===== src/rtl/spi_regport_pkg.sv =====
package spi_regport_pkg;
  localparam int BYTE_W  = 8;
  localparam int ADDR_W  = 5;
  localparam int BIT_CW  = $clog2(BYTE_W);

  typedef struct packed {
    logic [ADDR_W-1:0] addr;
    logic              unused_hi;
    logic              write;
    logic              unused_lo;
  } cmd_t;
endpackage


===== src/rtl/spi_sync_edge.sv =====
module spi_sync_edge #(
  parameter int   STAGES = 2,
  parameter logic INIT   = 1'b0
) (
  input  logic clk,
  input  logic rst,
  input  logic din,
  output logic level,
  output logic rise,
  output logic fall
);
  logic [STAGES-1:0] chain;
  logic              prev;

  always_ff @(posedge clk) begin
    if (rst) begin
      chain <= {STAGES{INIT}};
      prev  <= INIT;
    end else begin
      chain <= {chain[STAGES-2:0], din};
      prev  <= chain[STAGES-1];
    end
  end

  assign level = chain[STAGES-1];
  assign rise  = level & ~prev;
  assign fall  = ~level & prev;
endmodule


===== src/rtl/spi_reg_bank.sv =====
module spi_reg_bank
  import spi_regport_pkg::*;
#(
  parameter int CFG_ADDR  = 0,
  parameter int STAT_ADDR = 1
) (
  input  logic              clk,
  input  logic              rst,
  input  logic [ADDR_W-1:0] addr,
  input  logic              we,
  input  logic [BYTE_W-1:0] wdata,
  input  logic [BYTE_W-1:0] status_in,
  output logic [BYTE_W-1:0] rdata,
  output logic              fd_mode
);
  localparam int DEPTH = 1 << ADDR_W;

  logic [BYTE_W-1:0] mem [DEPTH];
  logic [BYTE_W-1:0] cfg_q;

  // plain array, no reset: maps to distributed or block RAM
  always_ff @(posedge clk) begin
    if (we && addr != ADDR_W'(STAT_ADDR))
      mem[addr] <= wdata;
  end

  always_ff @(posedge clk) begin
    if (rst)
      cfg_q <= '0;
    else if (we && addr == ADDR_W'(CFG_ADDR))
      cfg_q <= wdata;
  end

  always_ff @(posedge clk) begin
    if (rst)
      rdata <= '0;
    else if (addr == ADDR_W'(CFG_ADDR))
      rdata <= cfg_q;
    else if (addr == ADDR_W'(STAT_ADDR))
      rdata <= status_in;
    else
      rdata <= mem[addr];
  end

  assign fd_mode = cfg_q[0];

  AST_CFG_HOLD: assert property (@(posedge clk) disable iff (rst)
    !(we && addr == ADDR_W'(CFG_ADDR)) |=> $stable(cfg_q));
endmodule


===== src/rtl/spi_xfer_core.sv =====
module spi_xfer_core
  import spi_regport_pkg::*;
(
  input  logic              clk,
  input  logic              rst,
  input  logic              sclk_rise,
  input  logic              sclk_fall,
  input  logic              ss_lvl,
  input  logic              ss_fall,
  input  logic              mosi_lvl,
  input  logic [BYTE_W-1:0] status_in,
  input  logic              fd_mode,
  input  logic [BYTE_W-1:0] bank_rdata,
  output logic [ADDR_W-1:0] bank_addr,
  output logic              bank_we,
  output logic [BYTE_W-1:0] bank_wdata,
  output logic              miso_o,
  output logic              miso_oe,
  output logic              mosi_o,
  output logic              mosi_oe
);
  localparam logic [BIT_CW-1:0] LAST_BIT = BIT_CW'(BYTE_W - 1);

  logic [BYTE_W-1:0] rx_q;
  logic [BYTE_W-1:0] tx_q;
  logic [BIT_CW-1:0] bit_q;
  logic [ADDR_W-1:0] addr_q;
  logic              in_cmd_q;
  logic              wr_q;
  logic              txn_fd_q;
  logic [BYTE_W-1:0] byte_in;
  cmd_t              cmd_now;

  assign byte_in    = {rx_q[BYTE_W-2:0], mosi_lvl};
  assign cmd_now    = cmd_t'(byte_in);
  assign bank_addr  = addr_q;
  assign bank_wdata = byte_in;
  assign bank_we    = !ss_lvl && sclk_rise && bit_q == LAST_BIT && !in_cmd_q && wr_q;
  assign miso_o     = tx_q[BYTE_W-1];
  assign mosi_o     = tx_q[BYTE_W-1];

  always_ff @(posedge clk) begin
    if (rst) begin
      rx_q     <= '0;
      tx_q     <= '0;
      bit_q    <= '0;
      addr_q   <= '0;
      in_cmd_q <= 1'b1;
      wr_q     <= 1'b0;
      txn_fd_q <= 1'b0;
      miso_oe  <= 1'b0;
      mosi_oe  <= 1'b0;
    end else if (ss_lvl) begin
      bit_q    <= '0;
      in_cmd_q <= 1'b1;
      tx_q     <= '0;
      miso_oe  <= 1'b0;
      mosi_oe  <= 1'b0;
    end else if (ss_fall) begin
      bit_q    <= '0;
      in_cmd_q <= 1'b1;
      txn_fd_q <= fd_mode;
      miso_oe  <= fd_mode;
      tx_q     <= fd_mode ? status_in : '0;
    end else begin
      if (sclk_rise) begin
        rx_q  <= byte_in;
        bit_q <= bit_q + 1'b1;
        if (bit_q == LAST_BIT) begin
          if (in_cmd_q) begin
            in_cmd_q <= 1'b0;
            addr_q   <= cmd_now.addr;
            wr_q     <= cmd_now.write;
          end else if (wr_q) begin
            addr_q <= addr_q + 1'b1;
          end
        end
      end
      if (sclk_fall) begin
        if (bit_q == '0 && !in_cmd_q) begin
          if (wr_q) begin
            tx_q <= '0;
          end else begin
            tx_q   <= bank_rdata;
            addr_q <= addr_q + 1'b1;
            if (!txn_fd_q) mosi_oe <= 1'b1;
          end
        end else begin
          tx_q <= {tx_q[BYTE_W-2:0], 1'b0};
        end
      end
    end
  end

  AST_MISO_RELEASED: assert property (@(posedge clk) disable iff (rst)
    ss_lvl |=> !miso_oe);
  AST_FD_CMD_ENABLE: assert property (@(posedge clk) disable iff (rst)
    ($fell(ss_lvl) && fd_mode) |=> miso_oe);
  AST_HD_NO_MISO: assert property (@(posedge clk) disable iff (rst)
    !txn_fd_q |-> !miso_oe);
  AST_ONE_DRIVER: assert property (@(posedge clk) disable iff (rst)
    $onehot0({miso_oe, mosi_oe}));
  AST_ADDR_STEP: assert property (@(posedge clk) disable iff (rst)
    (!in_cmd_q && $past(!in_cmd_q) && addr_q != $past(addr_q))
      |-> addr_q == ADDR_W'($past(addr_q) + 1'b1));
endmodule


===== src/rtl/spi_dual_regport.sv =====
module spi_dual_regport
  import spi_regport_pkg::*;
#(
  parameter int SYNC_STAGES = 2,
  parameter int CFG_ADDR    = 0,
  parameter int STAT_ADDR   = 1
) (
  input  logic              clk,
  input  logic              rst,
  input  logic              spi_sclk,
  input  logic              spi_ss_n,
  input  logic              spi_mosi_i,
  output logic              spi_mosi_o,
  output logic              spi_mosi_oe,
  output logic              spi_miso_o,
  output logic              spi_miso_oe,
  input  logic [BYTE_W-1:0] status_in
);
  logic sclk_lvl, sclk_rise, sclk_fall;
  logic ss_lvl, ss_rise, ss_fall;
  logic mosi_lvl, mosi_rise, mosi_fall;
  logic [ADDR_W-1:0] bank_addr;
  logic              bank_we;
  logic [BYTE_W-1:0] bank_wdata;
  logic [BYTE_W-1:0] bank_rdata;
  logic              fd_mode;

  spi_sync_edge #(.STAGES(SYNC_STAGES), .INIT(1'b0)) u_sclk (
    .clk(clk), .rst(rst), .din(spi_sclk),
    .level(sclk_lvl), .rise(sclk_rise), .fall(sclk_fall));

  spi_sync_edge #(.STAGES(SYNC_STAGES), .INIT(1'b1)) u_ss (
    .clk(clk), .rst(rst), .din(spi_ss_n),
    .level(ss_lvl), .rise(ss_rise), .fall(ss_fall));

  spi_sync_edge #(.STAGES(SYNC_STAGES), .INIT(1'b0)) u_mosi (
    .clk(clk), .rst(rst), .din(spi_mosi_i),
    .level(mosi_lvl), .rise(mosi_rise), .fall(mosi_fall));

  spi_reg_bank #(.CFG_ADDR(CFG_ADDR), .STAT_ADDR(STAT_ADDR)) u_bank (
    .clk(clk), .rst(rst), .addr(bank_addr), .we(bank_we),
    .wdata(bank_wdata), .status_in(status_in),
    .rdata(bank_rdata), .fd_mode(fd_mode));

  spi_xfer_core u_core (
    .clk(clk), .rst(rst),
    .sclk_rise(sclk_rise), .sclk_fall(sclk_fall),
    .ss_lvl(ss_lvl), .ss_fall(ss_fall), .mosi_lvl(mosi_lvl),
    .status_in(status_in), .fd_mode(fd_mode), .bank_rdata(bank_rdata),
    .bank_addr(bank_addr), .bank_we(bank_we), .bank_wdata(bank_wdata),
    .miso_o(spi_miso_o), .miso_oe(spi_miso_oe),
    .mosi_o(spi_mosi_o), .mosi_oe(spi_mosi_oe));

  AST_SS_HIGH_QUIET: assert property (@(posedge clk) disable iff (rst)
    (ss_lvl && $past(ss_lvl)) |-> !(spi_miso_oe || spi_mosi_oe));
endmodule


===== config.mk =====
export PLATFORM = sky130hd
export DESIGN_NAME = spi_dual_regport
export DESIGN_NICKNAME = d
export VERILOG_FILES = /design/src/rtl/spi_regport_pkg.sv /design/src/rtl/spi_sync_edge.sv /design/src/rtl/spi_reg_bank.sv /design/src/rtl/spi_xfer_core.sv /design/src/rtl/spi_dual_regport.sv
export SDC_FILE = /design/constraint.sdc
export NUM_CORES = 1
export LEC_CHECK = 0
export BUFFER_PORTS_ARGS = -buffer_cell sky130_fd_sc_hd__buf_2
export CELL_PAD_IN_SITES_DETAIL_PLACEMENT = 1
export CELL_PAD_IN_SITES_GLOBAL_PLACEMENT = 1
export CORE_MARGIN = 2
export CORE_UTILIZATION = 50
export DETAILED_ROUTE_END_ITERATION = 10
export PLACE_DENSITY_LB_ADDON = 0.1
export SLEW_MARGIN = 20
export SYNTH_ARGS = -nofsm -noshare
export SYNTH_HDL_FRONTEND = slang
export SYNTH_SLANG_ARGS = --single-unit

===== constraint.sdc =====
create_clock -name clk -period 3.1 [get_ports clk]
set_input_delay 0.62 -clock clk [delete_from_list [all_inputs] [get_ports clk]]
set_output_delay 0.62 -clock clk [all_outputs]
set_load 0.02 [all_outputs]

-- After elaboration in Yosys (flattened, before gate mapping)
Memory sizes are Yosys's and may differ from the RTL's. A register that Yosys moved wholly into a read port is not among the register bits.
Cells that the tools add are included.
- add/sub/neg operators: 2
- eq/ne operators: 3
- mux-type cells: 18
- bitwise gates (word level): 9
- reductions and logical operators: 20
- operators with widths (kind ; number):
    $mux 8 ; 7
    $mux 5 ; 9
    $reduce_and 5->1 ; 2
    $logic_and 1x1->1 ; 7
    $not 1->1 ; 6
    $reduce_and 2->1 ; 3
    $add 5x1->5 const B ; 1
    $eq 5x1->1 const B ; 1
    $logic_not 5->1 ; 1
    $ne 5x1->1 const B ; 1
    $add 3x1->3 const B ; 1
    $and 1x1->1 ; 3
    $eq 3x3->1 const B ; 1
    $logic_not 3->1 ; 1
    $reduce_and 3->1 ; 1
    $reduce_or 3->1 ; 1
    $logic_not 1->1 ; 2
    $mux 1 ; 2
    $reduce_bool 2->1 ; 1
    $reduce_or 2->1 ; 1
- register bits after elaboration: 52
- memory bits (writable): 256
- bits of input ports: 13
- output and inout port bits: 4
- logic and storage cells: 69
- memories kept: 1
- memories (memory ; depth ; width ; rd ports ; clocked after memory_dff ; wr ports ; line ; text):
    u_bank.mem ; 32 ; 8 ; 1 ; 1 ; 1 ; spi_reg_bank.sv:18 ; logic [BYTE_W-1:0] mem [DEPTH];

-- Depth between registers and ports, before layout
- depth after elaboration: 10
- depth in mapped cells: 9
- depth with buffers taken out: 7

-- Cells and area by module
From an unflattened synthesis, not the netlist that was laid out.
- cells, all modules: 808
- area total of the unflattened synthesis: 12600.8 um^2
- modules (own cells, without submodules) (module ; times used ; cells each ; area an instance (um^2) ; sequential area each (um^2)):
    spi_reg_bank ; 1 ; 614 ; 10865.4 ; 8007.7
    spi_xfer_core ; 1 ; 170 ; 1460.2 ; 560.5
    spi_sync_edge at u_mosi ... ; 2 ; 8 ; 91.3 ; 60.1
    spi_sync_edge at u_ss ; 1 ; 8 ; 92.6 ; 60.1

-- Worst setup path after synthesis
Ideal clock, no wire load.
- path type: reg-to-reg
- from: register u_core.addr_q[1] (netlist: u_core.bank_addr[1])
- to: memory u_bank.mem[11][0] (enable)
- setup time: 0.370 ns
- arrival time: 1.946 ns
- data required time: 2.730 ns
- path slack: 0.784 ns
- stages on the path, launching flop included: 8
- path buffers: 1
- period minus slack after synthesis: 2.316 ns
- cells stage by stage: dfxtp_1 inv_1 ha_1 clkbuf_1 nor4b_2 nor4_1 nand2_1 nor2_1
- cells in the longest elaborated chain, start to end: 4
- ends and longest elaborated chain (what ; line ; text):
    from (decl) ; spi_xfer_core.sv:27 ; logic [ADDR_W-1:0] addr_q;
    from (signal assigned) ; spi_xfer_core.sv:72 ; addr_q <= cmd_now.addr;
    from (signal assigned) ; spi_xfer_core.sv:75 ; addr_q <= addr_q + 1'b1;
    from (signal assigned) ; spi_xfer_core.sv:85 ; addr_q <= addr_q + 1'b1;
    $ne 5x1->1 ; spi_reg_bank.sv:23 ; if (we && addr != ADDR_W'(STAT_ADDR))
    $logic_and 1x1->1 ; spi_reg_bank.sv:23 ;
    $mux 1 ; spi_reg_bank.sv:23 ;
    $mux 1 (not written as such) ; spi_reg_bank.sv:24 ; mem[addr] <= wdata;
    to (decl) ; spi_reg_bank.sv:18 ;
Several ways; a longest one is shown, not always the timed one.

-- Worst setup path in the final report
- from: register u_core.addr_q[1] (netlist: u_core.bank_addr[1])
- to: memory u_bank.mem[31][5] (enable)
The elaborated chain is that of the path after synthesis.

==> impl.org <==
** Logic synthesis
- During synthesis, Yosys emitted a total of 0 warnings.
- Synthesis produced 784 cells.
- Post-synth ARST share :: 0%
- The share of the Yosys chip area taken by registers is between 70 and 80%.
- Most used DFF post-synth :: edfxtp_1
- In this run the cell area of the synthesized design comes to roughly 13000 um^2.
- The number of different library cells used by synthesis comes to between 50 and 60.
- Number of synthesized flops with an enable pin :: 256
- Post-Synthesis Mean Instance Area :: between 15 and 20 um^2
- Counting flops and latches in the post-synthesis netlist gives 313.

** Power and ir drop
- Pwr dens :: approximately 580 nW/um^2
- Summed over all nets, the switching power comes to between 1.5 and 2 mW.
- The internal power of the cells totals 6.579 mW.
- Switching part of the total power :: between 10% and 20%
- Cell leakage power :: roughly 4.5 nW
- Combinational logic is responsible for 0.5% of the overall power.
- VDD sags by at most 0.4966 mV.
- Part of the total power dissipated in sequential elements :: a little under three fifths
- Overall power of the completed layout :: between 8 and 9 mW
- The clock network burns around 44% of the power.

** Floorplanning
- Area enclosed by the die boundary :: around 26000 um^2
- The core region is ~24000 um^2.
- Placement Rows :: 57
- Once the floorplan was initialized, standard cells occupied between 50% and 60% of the core.
- Num ports :: 17
- Width of the die :: between 150 and 200 um
- From bottom edge to top edge, the die measures between 150 and 200 um.

** Layout
- Layout filler cell count :: approximately 2.3k
- Final design area excluding fillers :: ~14000 um^2
- The repair_antennas step left the layout with diodes totalling 0.
- Utilization after layout :: 57.42%
- From synthesis to final layout, the design area changed by 12.27%.
- Cells with a size suffix above 1 make up around 18% of the layout.
- For this run, the post-layout net count is between 800 and 900.

** Clocking
- Worst-case clock buffer depth :: 3
- TritonCTS built the clock tree.
- Post-CTS Hold Buffers :: 0
- CTS placed an instance of clkbuf_16 at the clock tree root.
- The clock drives about 310 sinks.
- H-Tree Depth :: 1
- Reg clk slew, reported paths :: 0.06 ns
- At the later pin of the worst-skew pair, clock insertion delay measures between 0.5 and 0.6 ns.
- The number of clock buffers added by TritonCTS is 31.

** Worst setup path
- Among all stages on the critical path, the largest delay is contributed by nor2_1.
- STA classifies the critical path startpoint as a flop.
- Worst Path Buf+Inv :: 2
- For the worst flop-to-flop path, the logic depth is 7.
- R2R setup slack :: 0.12 ns
- Required @ worst endpoint :: 3.29 ns
- Chain of cells forming the critical path :: inv_1, ha_1, nor4b_2, nor4_1, nand2_1, buf_4, nor2_1
- Critical path endpoint category :: flop
- For this run, the slowest stage of the critical path takes 0.52 ns.
- Of all nets on the critical path, the largest fanout is 10.
- R2R Path End :: u_bank.mem[31][5]
- Startpoint of the most critical register-to-register path :: u_core.bank_addr[1]
- The cell family contributing the most delay on the critical path is simple AND/OR/NAND/NOR gates.
- Critical path type :: flop to flop
- Critical Path AT :: ~3.2 ns

** Global route
- The first global-routing pass estimated approximately 45 mm of wire.
- For this run, global-route usage on met3 was measured as 3.064%.
- Initial antenna violation count :: 0
- GRT met1 Usage :: 33.39%
- Routing layer with the top usage in global route :: met2
- Global routing used around a quarter of the available tracks.
- After global routing the overflow that remains totals 0.
- GR met2 Demand/Resource :: ~38%
- The number of global-route vias before repair came to 7257.
- Largest net degree at the start of global routing :: 40

** Place
- The wire-length estimate of the detail-placed layout is roughly 20 mm.
- Cell area reported after detailed placement :: between 10000 and 15000 um^2
- Routability congestion estimate :: roughly 0.90
- The count of buffers added on input and output ports is 16.

** Hold path
- The worst hold path passes through 2 cells.
- The worst hold path begins at spi_ss_n.
- For hold timing, the worst endpoint is u_ss.chain[0].
- Path category of the worst min-delay check :: primary input to flop

** Detailed routing
- The routed design has roughly 30 mm of wire.
- In this run the remaining antenna-violating nets after routing total 0.
- Routed vias :: just under 7k
- Violation count after the first detailed-route iteration :: roughly 540
- Pre-Repair DR Iteration Count :: 5
- After detailed routing, the number of remaining DRC violations is 0.
- After detailed routing, the average wire length per cell comes to 25.49 um.
- Post-detailed-route via-to-cell ratio :: around 5.9

** STA
- Final Hold Viols :: 0
- Setup violations remaining at the end of the flow were counted as 0.
- Summed over all failing endpoints, the final setup total negative slack is 0 ns.
- RSZ-0062 raised after global routing :: false
- For this run, the top clock speed supported by timing is between 300 and 400 MHz.
- The max-slew violation total from the final report is 0.
- The clock arrives with between 0.006 and 0.007 ns of skew.
- The smallest clock period supported by the final layout is computed as 2.983 ns.
- Dividing the final minimum period by the clock period gives a little over nine tenths.
- Worst slew margin :: 29.09%
- Worst-Margin Slew :: 1.061 ns

** Outcome
- The flow ran to the end, and the final reports show no timing, DRC or antenna violations.

** Run
- The tool flagged a number of max-cap violations equal to 0.
## per-layer routing
metal	wire, um	up-vias
met2	14170	201
met5	0	-
li1	-	3144
met1	13580	3503
met3	1328	55
met4	869	0
## final cells by class
class | count | area, um^2 | share of cell area [%]
sequential | 313 | 8837 | 62.92
tap | 324 | 405.4 | 2.886
inverter | 6 | 22.52 | 0.1603
timing repair buffer | 49 | 352.8 | 2.512
clock buffer | 35 | 790.8 | 5.630
clock inverter | 20 | 178.9 | 1.274
multi-input combinational | 428 | 3458 | 24.62
## worst max-delay path by stage
| stage | startpoint | endpoint | slack, ns | cells after the start |
|---|---|---|---|---|
| 2_1_floorplan | u_core.bank_addr[1] | u_bank.mem[11][0] | 0.78 | 7 |
| 3_3_place_gp | u_core.bank_addr[1] | u_bank.mem[6][2] | 0.32 | 7 |
| 3_5_place_dp | u_core.bank_addr[1] | u_bank.mem[6][2] | 0.12 | 7 |
| 4_1_cts | u_core.bank_addr[1] | u_bank.mem[6][2] | 0.09 | 7 |
| 5_1_grt | u_core.bank_addr[1] | u_bank.mem[14][4] | 0.01 | 7 |
| 6_report | u_core.bank_addr[1] | u_bank.mem[31][5] | 0.12 | 7 |
## synth_stat cells (all sizes together) (11+ instances only)
master	instances	area, um^2
edfxtp	256	7687
nor2	80	300.3
mux2i	73	730.7
dfxtp	57	1141
mux4	34	792.0
a21oi	31	158.9
nand2	29	108.9
clkbuf	23	86.33
a22oi	22	165.2
buf	21	168.9
a31oi	13	81.33
a211oi	12	90.09
a2bb2oi	11	96.34
nor2b	11	68.82
## logic make-up (layout without fill, tap and decap cells)
logic type,Yosys count,in the layout,synth area share [%]
mux,116,116,12.98
xor+xnor,2,2,0.1400
flops,313,313,70.57
fa+ha+maj,7,7,0.7000
simple gates,175,175,6.691
other cells,1,8,0.02997
compound gates,120,120,6.671
buf+inv,50,110,2.220
## layout by cell type (no fill, tap or decap), types with 3 or more instances in the layout
| master | Yosys | layout |
|---|---|---|
| clkinv_1 | 0 | 7 |
| a2bb2oi_1 | 11 | 11 |
| a211oi_1 | 12 | 12 |
| mux4_1 | 7 | 7 |
| a22oi_1 | 22 | 22 |
| mux2_2 | 9 | 9 |
| nand2b_1 | 7 | 7 |
| nand3b_1 | 4 | 4 |
| a221oi_1 | 6 | 6 |
| nor2b_1 | 11 | 11 |
| and2_1 | 3 | 3 |
| or3_1 | 4 | 4 |
| mux2i_1 | 73 | 73 |
| buf_4 | 4 | 31 |
| nand2_1 | 29 | 29 |
| a21oi_1 | 30 | 30 |
| inv_1 | 6 | 6 |
| edfxtp_1 | 256 | 256 |
| nand3_1 | 10 | 10 |
| or4_1 | 3 | 3 |
| nor2_2 | 0 | 11 |
| conb_1 | 1 | 8 |
| nor3_1 | 4 | 4 |
| buf_2 | 10 | 16 |
| clkinv_2 | 0 | 5 |
| mux4_2 | 27 | 27 |
| o22ai_1 | 4 | 4 |
| dfxtp_2 | 0 | 4 |
| ha_1 | 7 | 7 |
| clkbuf_16 | 0 | 31 |
| a31oi_1 | 13 | 13 |
| a32oi_1 | 3 | 3 |
| bufinv_16 | 0 | 3 |
| clkbuf_1 | 23 | 4 |
| dfxtp_1 | 57 | 52 |
| or2_2 | 7 | 7 |
| nor3b_1 | 8 | 8 |
| nor2_1 | 80 | 69 |
| a311oi_1 | 7 | 7 |
## flip-flops by register name, indices dropped and copies added, names as in the netlist, 2 cells and up, named ones only
name,flops
u_core.tx_q,8
u_ss.chain,2
u_bank.mem,256
u_core.bit_q,3
u_core.bank_addr,5
u_sclk.chain,2
u_bank.rdata,8
u_mosi.chain,2
u_bank.cfg_q,8
u_core.rx_q,7
## power by group through the flow
stage / Sequential [mW] / Combinational [mW] / Clock [mW]
3_5_place_dp: 4.60 / 0.0419 / 0
6_report: 4.51 / 0.0431 / 3.59
2_1_floorplan: 4.59 / 0.0257 / 0
4_1_cts: 4.51 / 0.0426 / 3.64
5_1_grt: 4.51 / 0.0474 / 3.78
3_3_place_gp: 4.60 / 0.0392 / 0
## per-stage QoR
stage | hold WS [ns] | setup slack, ns | cells
2_1_floorplan | 0.3895 | 0.7837 | 791
3_3_place_gp | 0.4022 | 0.3212 | 1120
3_5_place_dp | 0.4077 | 0.1188 | 1120
4_1_cts | 0.2528 | 0.08700 | 1175
5_1_grt | 0.2621 | 0.009570 | 1175
6_report | 0.2664 | 0.1171 | 1175
## what timing repair did
item                       4_1_cts  5_1_grt
gates resized for setup          0       11
setup endpoints to repair        0       72
buffers inserted                 0        0
Power figures use the tool's default switching activity.
